--- config.mk ---
export PLATFORM = sky130hd
export DESIGN_NAME = dma_chan_seq
export DESIGN_NICKNAME = d
export VERILOG_FILES = /design/src/rtl/dma_seq_pkg.sv /design/src/rtl/dma_seq_cfg.sv /design/src/rtl/dma_seq_cnt.sv /design/src/rtl/dma_seq_addr.sv /design/src/rtl/dma_chan_seq.sv
export SDC_FILE = /design/constraint.sdc
export NUM_CORES = 1
export LEC_CHECK = 0
export BUFFER_PORTS_ARGS = -buffer_cell sky130_fd_sc_hd__clkbuf_2
export CORE_MARGIN = 1.5
export CORE_UTILIZATION = 60
export CTS_BUF_LIST = sky130_fd_sc_hd__clkbuf_4 sky130_fd_sc_hd__clkbuf_8
export DETAILED_ROUTE_END_ITERATION = 8
export GPL_TIMING_DRIVEN = 0
export PLACE_DENSITY = 0.79
export SLEW_MARGIN = 30
export SYNTH_ARGS = -nofsm -noshare
export SYNTH_HDL_FRONTEND = slang
export SYNTH_SLANG_ARGS = --single-unit
--- constraint.sdc ---
create_clock -name clk -period 9.9 [get_ports clk]
set_input_delay 0.495 -clock clk [delete_from_list [all_inputs] [get_ports clk]]
set_output_delay 0.495 -clock clk [all_outputs]
set_load 0.01 [all_outputs]
--- src/rtl/dma_seq_pkg.sv ---
package dma_seq_pkg;

   typedef enum logic [1:0] {
      XM_SINGLE = 2'b00,
      XM_SUCC   = 2'b01,
      XM_BLOCK  = 2'b10,
      XM_SUCC_B = 2'b11
   } xmode_e;

   typedef enum logic [1:0] {
      AC_HOLD   = 2'b00,
      AC_INC    = 2'b01,
      AC_DEC    = 2'b10,
      AC_HOLD_B = 2'b11
   } actl_e;

   typedef enum logic [1:0] {
      ST_IDLE = 2'b00,
      ST_RUN  = 2'b01,
      ST_WAIT = 2'b10
   } chst_e;

endpackage

--- src/rtl/dma_seq_cfg.sv ---
module dma_seq_cfg #(
   parameter int DW     = 16,
   parameter int LEN_W  = 8,
   parameter int STD_AW = 28,
   parameter int ADV_AW = 32,
   parameter int AW     = 3
) (
   input  logic              clk,
   input  logic              rst_n,
   input  logic              we,
   input  logic [AW-1:0]     addr,
   input  logic [DW-1:0]     wdata,
   output logic [LEN_W-1:0]  blen,
   output logic [LEN_W-1:0]  cnt_mid,
   output logic [LEN_W-1:0]  cnt_hi,
   output logic [1:0]        mode,
   output logic [1:0]        actl,
   output logic [ADV_AW-1:0] std_addr,
   output logic [ADV_AW-1:0] adv_addr,
   output logic              adv_en
);
   localparam int STD_HI_W = STD_AW - DW;
   localparam int ADV_HI_W = ADV_AW - DW;
   localparam int CTL_W    = LEN_W + 4;

   localparam logic [AW-1:0] A_LEN = AW'(0);
   localparam logic [AW-1:0] A_CTL = AW'(1);
   localparam logic [AW-1:0] A_SLO = AW'(2);
   localparam logic [AW-1:0] A_SHI = AW'(3);
   localparam logic [AW-1:0] A_ALO = AW'(4);
   localparam logic [AW-1:0] A_AHI = AW'(5);
   localparam logic [AW-1:0] A_GLB = AW'(6);

   logic [2*LEN_W-1:0]  len_q;
   logic [CTL_W-1:0]    ctl_q;
   logic [DW-1:0]       slo_q, alo_q;
   logic [STD_HI_W-1:0] shi_q;
   logic [ADV_HI_W-1:0] ahi_q;
   logic                adv_q;

   always_ff @(posedge clk or negedge rst_n) begin
      if (!rst_n) begin
         len_q <= '0;
         ctl_q <= '0;
         slo_q <= '0;
         shi_q <= '0;
         alo_q <= '0;
         ahi_q <= '0;
         adv_q <= 1'b0;
      end else if (we) begin
         case (addr)
            A_LEN:   len_q <= wdata[2*LEN_W-1:0];
            A_CTL:   ctl_q <= wdata[CTL_W-1:0];
            A_SLO:   slo_q <= wdata;
            A_SHI:   shi_q <= wdata[STD_HI_W-1:0];
            A_ALO:   alo_q <= wdata;
            A_AHI:   ahi_q <= wdata[ADV_HI_W-1:0];
            A_GLB:   adv_q <= wdata[0];
            default: ;
         endcase
      end
   end

   assign blen     = len_q[LEN_W-1:0];
   assign cnt_mid  = len_q[2*LEN_W-1:LEN_W];
   assign cnt_hi   = ctl_q[LEN_W-1:0];
   assign mode     = ctl_q[LEN_W+1:LEN_W];
   assign actl     = ctl_q[LEN_W+3:LEN_W+2];
   assign adv_addr = {ahi_q, alo_q};
   assign adv_en   = adv_q;

   always_comb begin
      std_addr               = '0;
      std_addr[STD_AW-1:0]   = {shi_q, slo_q};
   end

endmodule

--- src/rtl/dma_seq_cnt.sv ---
module dma_seq_cnt #(
   parameter int LEN_W = 8
) (
   input  logic             clk,
   input  logic             rst_n,
   input  logic             load,
   input  logic             blk_mode,
   input  logic [LEN_W-1:0] blen,
   input  logic [LEN_W-1:0] cnt_mid,
   input  logic [LEN_W-1:0] cnt_hi,
   input  logic             step,
   output logic             zero_cfg,
   output logic             blk_end,
   output logic             last_unit
);
   localparam int CNT_W = 3 * LEN_W;

   logic [CNT_W-1:0] rem_q;
   logic [LEN_W-1:0] len_q, reload_q;
   logic             blk_q;

   assign zero_cfg = blk_mode ? ((blen == '0) || ({cnt_hi, cnt_mid} == '0))
                              : ({cnt_hi, cnt_mid, blen} == '0);

   assign blk_end   = blk_q && (len_q == LEN_W'(1));
   assign last_unit = (rem_q == CNT_W'(1)) && (!blk_q || (len_q == LEN_W'(1)));

   always_ff @(posedge clk or negedge rst_n) begin
      if (!rst_n) begin
         rem_q    <= '0;
         len_q    <= '0;
         reload_q <= '0;
         blk_q    <= 1'b0;
      end else if (load) begin
         blk_q    <= blk_mode;
         reload_q <= blen;
         len_q    <= blen;
         rem_q    <= blk_mode ? {{LEN_W{1'b0}}, cnt_hi, cnt_mid}
                              : {cnt_hi, cnt_mid, blen};
      end else if (step) begin
         if (!blk_q) begin
            rem_q <= rem_q - CNT_W'(1);
         end else if (len_q == LEN_W'(1)) begin
            len_q <= reload_q;
            rem_q <= rem_q - CNT_W'(1);
         end else begin
            len_q <= len_q - LEN_W'(1);
         end
      end
   end

   // while blocks remain, the unit counter never sits at zero
   p_len_live_r6: assert property (@(posedge clk) disable iff (!rst_n)
      (blk_q && rem_q != '0) |-> (len_q != '0));

endmodule

--- src/rtl/dma_seq_addr.sv ---
module dma_seq_addr
   import dma_seq_pkg::*;
#(
   parameter int STD_AW = 28,
   parameter int ADV_AW = 32
) (
   input  logic              clk,
   input  logic              rst_n,
   input  logic              load,
   input  logic [ADV_AW-1:0] ld_addr,
   input  logic              ld_adv,
   input  logic              step,
   input  logic [1:0]        actl,
   input  logic [1:0]        xsize,
   output logic [ADV_AW-1:0] addr_q
);
   logic              adv_q;
   logic [ADV_AW-1:0] stepv, sum, nxt;

   always_comb begin
      case (xsize)
         2'b00:   stepv = ADV_AW'(1);
         2'b01:   stepv = ADV_AW'(2);
         default: stepv = ADV_AW'(4);
      endcase
   end

   always_comb begin
      case (actl_e'(actl))
         AC_INC:  sum = addr_q + stepv;
         AC_DEC:  sum = addr_q - stepv;
         default: sum = addr_q;
      endcase
   end

   generate
      if (ADV_AW > STD_AW) begin : g_narrow
         always_comb begin
            nxt = sum;
            if (!adv_q) nxt[ADV_AW-1:STD_AW] = '0;
         end
         // standard addressing never leaves the low address window
         p_std_high_clear_r4: assert property (@(posedge clk) disable iff (!rst_n)
            (!adv_q) |-> (addr_q[ADV_AW-1:STD_AW] == '0));
      end else begin : g_full
         assign nxt = sum;
      end
   endgenerate

   always_ff @(posedge clk or negedge rst_n) begin
      if (!rst_n) begin
         addr_q <= '0;
         adv_q  <= 1'b0;
      end else if (load) begin
         addr_q <= ld_addr;
         adv_q  <= ld_adv;
      end else if (step) begin
         addr_q <= nxt;
      end
   end

endmodule

--- src/rtl/dma_chan_seq.sv ---
module dma_chan_seq
   import dma_seq_pkg::*;
#(
   parameter int DW     = 16,
   parameter int LEN_W  = 8,
   parameter int STD_AW = 28,
   parameter int ADV_AW = 32,
   parameter int CFG_AW = 3
) (
   input  logic              clk,
   input  logic              rst_n,
   input  logic              cfg_we,
   input  logic [CFG_AW-1:0] cfg_addr,
   input  logic [DW-1:0]     cfg_wdata,
   input  logic              start,
   input  logic              xfer_done,
   input  logic [1:0]        xfer_size,
   output logic [ADV_AW-1:0] cur_addr,
   output logic              busy,
   output logic              blk_done,
   output logic              chan_done,
   output logic              cfg_err
);
   generate
      if (DW < 2 * LEN_W)     begin : g_bad_dw  $error("count fields exceed register width"); end
      if (LEN_W < 4)          begin : g_bad_len $error("length field too narrow for control bits"); end
      if (STD_AW <= DW)       begin : g_bad_std $error("standard address must exceed one register"); end
      if (ADV_AW > 2 * DW)    begin : g_bad_adv $error("advanced address exceeds two registers"); end
      if (STD_AW > ADV_AW)    begin : g_bad_ord $error("standard address wider than advanced"); end
      if (CFG_AW < 3)         begin : g_bad_cfg $error("config select too narrow"); end
   endgenerate

   logic [LEN_W-1:0]  c_blen, c_mid, c_hi;
   logic [1:0]        c_mode, c_actl;
   logic [ADV_AW-1:0] c_std, c_adv, ld_addr;
   logic              c_adv_en;
   logic              zero_cfg, blk_end, last_unit;
   logic              start_ok, step;

   chst_e  st_q;
   xmode_e mode_q;
   logic   done_q, err_q, blkd_q;

   dma_seq_cfg #(.DW(DW), .LEN_W(LEN_W), .STD_AW(STD_AW), .ADV_AW(ADV_AW), .AW(CFG_AW)) u_cfg (
      .clk      (clk),
      .rst_n    (rst_n),
      .we       (cfg_we),
      .addr     (cfg_addr),
      .wdata    (cfg_wdata),
      .blen     (c_blen),
      .cnt_mid  (c_mid),
      .cnt_hi   (c_hi),
      .mode     (c_mode),
      .actl     (c_actl),
      .std_addr (c_std),
      .adv_addr (c_adv),
      .adv_en   (c_adv_en)
   );

   assign start_ok = start && (st_q == ST_IDLE) && !zero_cfg;
   assign step     = xfer_done && (st_q == ST_RUN);
   assign ld_addr  = c_adv_en ? c_adv : c_std;

   dma_seq_cnt #(.LEN_W(LEN_W)) u_cnt (
      .clk       (clk),
      .rst_n     (rst_n),
      .load      (start_ok),
      .blk_mode  (c_mode == XM_BLOCK),
      .blen      (c_blen),
      .cnt_mid   (c_mid),
      .cnt_hi    (c_hi),
      .step      (step),
      .zero_cfg  (zero_cfg),
      .blk_end   (blk_end),
      .last_unit (last_unit)
   );

   dma_seq_addr #(.STD_AW(STD_AW), .ADV_AW(ADV_AW)) u_addr (
      .clk     (clk),
      .rst_n   (rst_n),
      .load    (start_ok),
      .ld_addr (ld_addr),
      .ld_adv  (c_adv_en),
      .step    (step),
      .actl    (c_actl),
      .xsize   (xfer_size),
      .addr_q  (cur_addr)
   );

   always_ff @(posedge clk or negedge rst_n) begin
      if (!rst_n) begin
         st_q   <= ST_IDLE;
         mode_q <= XM_SINGLE;
         done_q <= 1'b0;
         err_q  <= 1'b0;
         blkd_q <= 1'b0;
      end else begin
         blkd_q <= step && blk_end;
         case (st_q)
            ST_IDLE: if (start) begin
               if (zero_cfg) begin
                  err_q <= 1'b1;
               end else begin
                  st_q   <= ST_RUN;
                  mode_q <= xmode_e'(c_mode);
                  err_q  <= 1'b0;
                  done_q <= 1'b0;
               end
            end
            ST_RUN: if (xfer_done) begin
               if (last_unit) begin
                  st_q   <= ST_IDLE;
                  done_q <= 1'b1;
               end else if (mode_q == XM_SINGLE) begin
                  st_q <= ST_WAIT;
               end
            end
            ST_WAIT: if (start) st_q <= ST_RUN;
            default: st_q <= ST_IDLE;
         endcase
      end
   end

   assign busy      = (st_q == ST_RUN);
   assign blk_done  = blkd_q;
   assign chan_done = done_q;
   assign cfg_err   = err_q;

   // outside a running channel only an accepted start moves the address
   p_idle_addr_hold_r10: assert property (@(posedge clk) disable iff (!rst_n)
      (st_q != ST_RUN && !start_ok) |=> $stable(cur_addr));

   // single mode pauses after every counted unit
   p_single_pause_r8: assert property (@(posedge clk) disable iff (!rst_n)
      (st_q == ST_RUN && mode_q == XM_SINGLE && xfer_done) |=> (st_q != ST_RUN));

   // a refused start leaves the channel idle
   p_err_idle_r7: assert property (@(posedge clk) disable iff (!rst_n)
      err_q |-> (st_q == ST_IDLE));

   // channel completion in block mode coincides with a block end
   p_final_block_r6: assert property (@(posedge clk) disable iff (!rst_n)
      ($rose(done_q) && mode_q == XM_BLOCK) |-> blkd_q);

   // a finished channel is idle
   p_done_idle_r11: assert property (@(posedge clk) disable iff (!rst_n)
      done_q |-> (st_q == ST_IDLE));

endmodule

## After elaboration in Yosys (flattened, before gate mapping)

Cells that the tools add are included.

| cells by class | value |
|---|---|
| equal/unequal tests | 22 |
| bitwise gates (word level) | 1 |
| muxes and demuxes | 29 |
| add/subtract/negate cells | 4 |
| reductions and logical operators | 36 |

Operator list:

| kind | number |
|---|---|
| $mux W24 | 5 |
| $mux W32 | 3 |
| $pmux W32 S2 | 1 |
| $add A32 B3 Y32 | 1 |
| $mux W8 | 4 |
| $sub A32 B3 Y32 | 1 |
| $eq A24 B1 Y1 const B | 1 |
| $logic_not A24 Y1 | 1 |
| $reduce_and A2 Y1 | 12 |
| $sub A24 B1 Y24 const B | 1 |
| $logic_not A16 Y1 | 1 |
| $mux W2 | 6 |
| $reduce_and A5 Y1 | 2 |
| $eq A3 B3 Y1 const B | 3 |
| $eq A8 B1 Y1 const B | 1 |
| $logic_not A8 Y1 | 1 |
| $ne A2 B2 Y1 const B | 4 |
| $sub A8 B1 Y8 const B | 1 |
| $eq A2 B1 Y1 const B | 3 |
| $eq A2 B2 Y1 const B | 3 |
| $eq A3 B2 Y1 const B | 2 |
| $logic_and A1 B1 Y1 | 6 |
| $logic_not A2 Y1 | 3 |
| $mux W1 | 6 |
| 16 further kinds | 20 |

| word-level totals | value |
|---|---|
| output and inout bits | 36 |
| input bits | 26 |
| word-level logic and storage cells | 111 |
| flip-flop bits (word level) | 170 |

## Longest topological paths before layout

| logic depth | value |
|---|---|
| word-level depth | 7 |
| mapped depth | 14 |
| mapped depth without buffers | 14 |

## Hierarchy

A second synthesis with hierarchy kept.

| unflattened totals | value |
|---|---|
| cell total of the unflattened synthesis | 938 |
| area total of the unflattened synthesis | 9944.5 µm² |

By module, submodules not included:

| module | cells each | area an instance (µm²) | instances |
|---|---|---|---|
| dma_seq_cfg | 198 | 3435.8 | 1 |
| dma_seq_addr | 389 | 3193.1 | 1 |
| dma_seq_cnt | 288 | 2591.2 | 1 |
| dma_chan_seq | 63 | 724.4 | 1 |

## Worst setup path before layout

Ideal clock, no wire load.

| path | value |
|---|---|
| path kind | register to register |
| from | register u_cfg.ctl_q[10] |
| to | register u_addr.addr_q[31] |
| path buffers | 0 |
| path slack | 6617 ps |
| cell stages (with the launch flop) | 13 |
| period minus slack after synthesis | 3283 ps |
| arrival time | 3159 ps |
| required time | 9776 ps |
| path through | dfrtp_1 > nand2b_1 > inv_1 > ha_1 > a21o_1 > or3_1 > o21a_1 > o21a_1 > o41ai_4 > a31oi_1 > o311ai_1 > mux2i_1 > nand2_1 |

| between the ends | value |
|---|---|
| longest elaborated chain between the ends | 5 |
| elaborated cells between the ends (all ways) | 8 |

Ends and longest elaborated chain:

| what | line | source |
|---|---|---|
| start: declaration | dma_seq_cfg.sv:35 | `logic [CTL_W-1:0] ctl_q;` |
| start signal: assignment | dma_seq_cfg.sv:53 | `A_CTL: ctl_q <= wdata[CTL_W-1:0];` |
| $eq A2 B2 Y1 / $eq A2 B1 Y1 (equally long branches) | dma_seq_addr.sv:29 | `case (actl_e'(actl))` |
| $pmux W32 S2 | dma_seq_addr.sv:29 |  |
| $mux W4 | dma_seq_addr.sv:40 | `if (!adv_q) nxt[ADV_AW-1:STD_AW] = '0;` |
| $mux W32 | dma_seq_addr.sv:57 | `end else if (step) begin` |
| $mux W32 | dma_seq_addr.sv:54 | `end else if (load) begin` |
| end signal: assignment | dma_seq_addr.sv:55 | `addr_q <= ld_addr;` |
| end signal: assignment | dma_seq_addr.sv:58 | `addr_q <= nxt;` |
| end: declaration | dma_seq_addr.sv:15 | `output logic [ADV_AW-1:0] addr_q` |

Parallel ways exist; a longest one is shown, timed or not. The select of a mux whose other input is x is not followed.
A chain may end at the register's enable or synchronous reset.

## Worst setup path after layout

| path | value |
|---|---|
| from | register u_cfg.ctl_q[10] |
| to | register u_addr.addr_q[30] |

Same word-level chain as after synthesis.

==> metrics.md <==
| Metric | Value |
|---|---|
| Status | `finished clean` |
| Clock Latency Late Sink | `~480 ps` |
| Critical path, cell by cell | `nand2b_1, inv_2, ha_1, nand2_1, or4b_1, o21ai_1, o221ai_2, a31o_4, a211oi_2, o31ai_1, xnor2_1, o21ai_1` |
| CTS root buf | `clkbuf_8` |
| Synth Area in XOR/XNOR | `0.0379` |
| Drt first pass iters | `5` |
| Antenna violations before repair | `0` |
| CTS tree | `done` |
| Leakage | `0.00459 uW` |
| Post-synth cell types | `70` |
| Final HPWL DP | `17.8 mm` |
| Clock Skews | `17.6 ps` |
| DR iter-0 viols | `between 800 and 900` |
| Die area | `roughly 17000 sq um` |
| H-tree Lvls | `4` |
| Period utilisation layout | `0.386` |
| Sequential Power Share | `0.378` |
| EDFF count, synth | `0` |
| Syn-to-layout area delta | `10.8%` |
| I/O Buffers | `59` |
| Post-synth top flop | `dfrtp_1` |
| Worst setup SP type | `register` |
| Critical Path Sink Type | `register` |
| # Post-CTS Setup Buffers | `0` |
| Number of gates resized after cts | `0` |
| Crit path required time | `10260 ps` |
| DRT antenna net count | `0` |
| Clk slew on worst S/H paths | `100 ps` |
| Crit-path most repeated cell | `o21ai_1` |
| Worst EP arrival | `4180 ps` |
| Core area | `15300 sq um` |
| CTS Buf Count | `17` |
| WS Path Type | `register to register` |
| Die Ht | `129 um` |
| Power per Cell Area | `around 300 nW/um^2` |
| Fmax | `262 MHz` |
| Post-synthesis cell area | `9490 sq um` |
| Class of the worst hold path | `primary input to register` |
| Main combinational cell family by area after synthesis | `compound AO/OA/AOI/OAI gates` |
| Clk buf depth | `2` |
| Vias post-DR | `7666` |
| Adder-cell share of the synthesized area | `0.0483` |
| Largest net degree at the start of global routing | `63` |
| Worst IR Drop VDD | `137 uV` |
| Die width | `129 um` |
| Total grt overflow | `0` |
| Clk pwr share | `0.159` |
| Share of layout cells above drive strength 1 | `0.208` |
| Slowest cell delay on critical path | `520 ps` |
| Switching share of power | `0.432` |
| Rel. slew slack | `0.418` |
| Tmin final | `3820 ps` |
| CTS Sinks | `170` |
| Fin. max-slew vios | `0` |
| Synth Area in Simple Gates | `0.146` |
| Gate power share | `0.464` |
| Inserted Diodes | `0` |
| Cts hold-fix bufs | `1` |
| Nets | `about 1.1k` |
| Hold Vio Cnt, Final | `0` |
| Area of the multi-input gates | `5010 sq um` |
| Global-route wire length before repair | `39.0 mm` |
| Compound-Gate Fraction of Synth Area | `0.153` |
| GP Congestion | `0.920` |
| Number of synthesis warnings | `0` |
| Starting Density | `0.619` |
| Mapped Cells | `931` |
| Final Cell Area | `10500 sq um` |
| CP max stage cell | `inv_2` |
| Post-synthesis sequential area ratio | `0.448` |
| Yosys reg bits | `170` |
| DRC Markers | `0` |
| Post-DP Area | `approximately 10000 sq um` |
| Filler cells | `1220` |
| Total routed wirelength | `about 24 mm` |
| RSZ-0062 raised after global routing | `false` |
| Wire length per cell | `19.4 um` |
| Cell Int Power | `1740 uW` |
| Fin Setup TNS | `0 ps` |
| Num rows | `between 40 and 50` |
| Total GRT Usage | `0.309` |
| Register area | `4250 sq um` |
| Worst-path fanout max | `28` |
| Asr flop ratio synth | `1.00` |
| Vias in the first global route | `about 7.4k` |
| Worst-margin pin slew | `just under 900 ps` |
| Max cap viols | `0` |
| Psw | `1320 uW` |
| # setup viols final | `0` |
| Syn Area/Cell | `between 10 and 15 sq um` |
| Syn_nets | `993` |
| Top Ports | `between 60 and 70` |
| Vias/cell | `6.20` |
| Multiplexer share of the synthesized area | `0.142` |
[cells by family (layout without fill, tap and decap cells)]
group | after synthesis | count (layout)
fa+ha+maj | 36 | 36
flops | 170 | 170
buf+inv | 60 | 154
mux | 123 | 123
simple gates | 283 | 283
compound gates | 218 | 218
xor+xnor | 41 | 41
[metal layers]
layer  track usage  part of all wire
met1         0.457              0.48
met2         0.468              0.44
met3        0.0624             0.065
met4        0.0846             0.014
met5             0                 0
[placed cells by master, fill, tap and decap left out, types with 21 or more instances in the layout]
cell        n
dfrtp_1   170
nand2_1    97
mux2_2     92
nor2_1     69
clkbuf_2   58
a21oi_1    56
ha_1       35
clkbuf_1   34
o21ai_0    34
mux2i_1    31
a211oi_1   27
xnor2_1    22
nand3_1    21
[sequential cells by signal, summed over array words and instances (netlist names)]
name,cells
blk_done,1
cfg_err,1
chan_done,1
mode_q,2
st_q,2
u_addr.addr_q,32
u_addr.adv_q,1
u_cfg.adv_en,1
u_cfg.ahi_q,16
u_cfg.alo_q,16
u_cfg.ctl_q,12
u_cfg.len_q,16
u_cfg.shi_q,12
u_cfg.slo_q,16
u_cnt.blk_q,1
u_cnt.len_q,8
u_cnt.reload_q,8
u_cnt.rem_q,24
[worst paths after layout]
path | start | end | slack [ps] | cells after the start
max | u_cfg.ctl_q[10]$_DFFE_PN0P_ | u_addr.addr_q[30]$_DFFE_PN0P_ | 6080 | 12
min | start | st_q[1]$_DFFE_PN0P_ | 300 | 4
max reg2reg | u_cfg.ctl_q[10]$_DFFE_PN0P_ | u_addr.addr_q[30]$_DFFE_PN0P_ | 6080 | 12
min reg2reg | u_cnt.reload_q[1]$_DFFE_PN0P_ | u_cnt.reload_q[1]$_DFFE_PN0P_ | 490 | 2
max in group asynchronous | rst_n | u_cfg.len_q[15]$_DFFE_PN0P_ | 8420 | 4
min in group asynchronous | rst_n | u_cnt.len_q[6]$_DFFE_PN0P_ | 520 | 2
[Yosys cell counts, drive strengths merged (4+ instances only)]
library cell	number	area (sq um)
a31oi	19	119
inv	16	60.1
nor4	12	93.8
o311ai	4	35.0
or2	5	33.8
nand3	21	105
a21o	10	75.1
dfrtp	170	4250
ha	35	438
nand2b	9	56.3
nand2	97	364
o21a	6	45.0
xor2	19	166
clkbuf	34	128
nor3b	4	30.0
nand4	6	37.5
mux2i	31	310
or3	5	36.3
buf	10	43.8
o21ai	43	215
o22ai	7	43.8
nor2b	12	75.1
and3	7	43.8
a211oi	29	228
o211ai	12	90.1
mux2	92	1040
a32oi	4	35.0
a21oi	58	313
nor3	20	105
xnor2	22	193
or4	5	45.0
nor2	70	270
[metrics by stage]
stage               std cells  hold slack [ps]   util  setup WS (ps)  power (uW)
floorplan                 931              199      -           6620        2140
global placement         1201              463  0.656           5340        2510
detailed placement       1203              467  0.660           5840        2550
CTS                      1236              290  0.686           5810        3040
global route             1236              330  0.686           5830        3280
finish                   1236              302  0.686           6080        3060
[worst max-delay path: cells and delay by family, from the launching register on]
kind                       cells  cell delay, ps
AOI/OAI and AO/OA              6            1260
and+or+nand+nor                3             920
buffers and inverters          1             520
DFF                            1             410
adders and majority gates      1             400
xor gates and xnor gates       1             180
[power groups by stage]
stage | combinational (uW) | clock, uW | sequential [uW]
2_1_floorplan | 1010 | 0 | 1130
5_1_grt | 1580 | 518 | 1180
3_5_place_dp | 1390 | 0 | 1160
4_1_cts | 1410 | 489 | 1150
3_3_place_gp | 1360 | 0 | 1150
6_report | 1420 | 486 | 1160
[final cells by class]
| cell class | instances | share of cell area |
|---|---|---|
| multi-input combinational | 701 | 0.477 |
| sequential | 170 | 0.405 |
| timing repair buffer | 62 | 0.0351 |
| tap | 211 | 0.0251 |
| clock buffer | 19 | 0.0237 |
| buffer | 44 | 0.0163 |
| clock inverter | 13 | 0.0125 |
| inverter | 16 | 0.00571 |
Note: power is estimated with default switching activity, not from simulation.
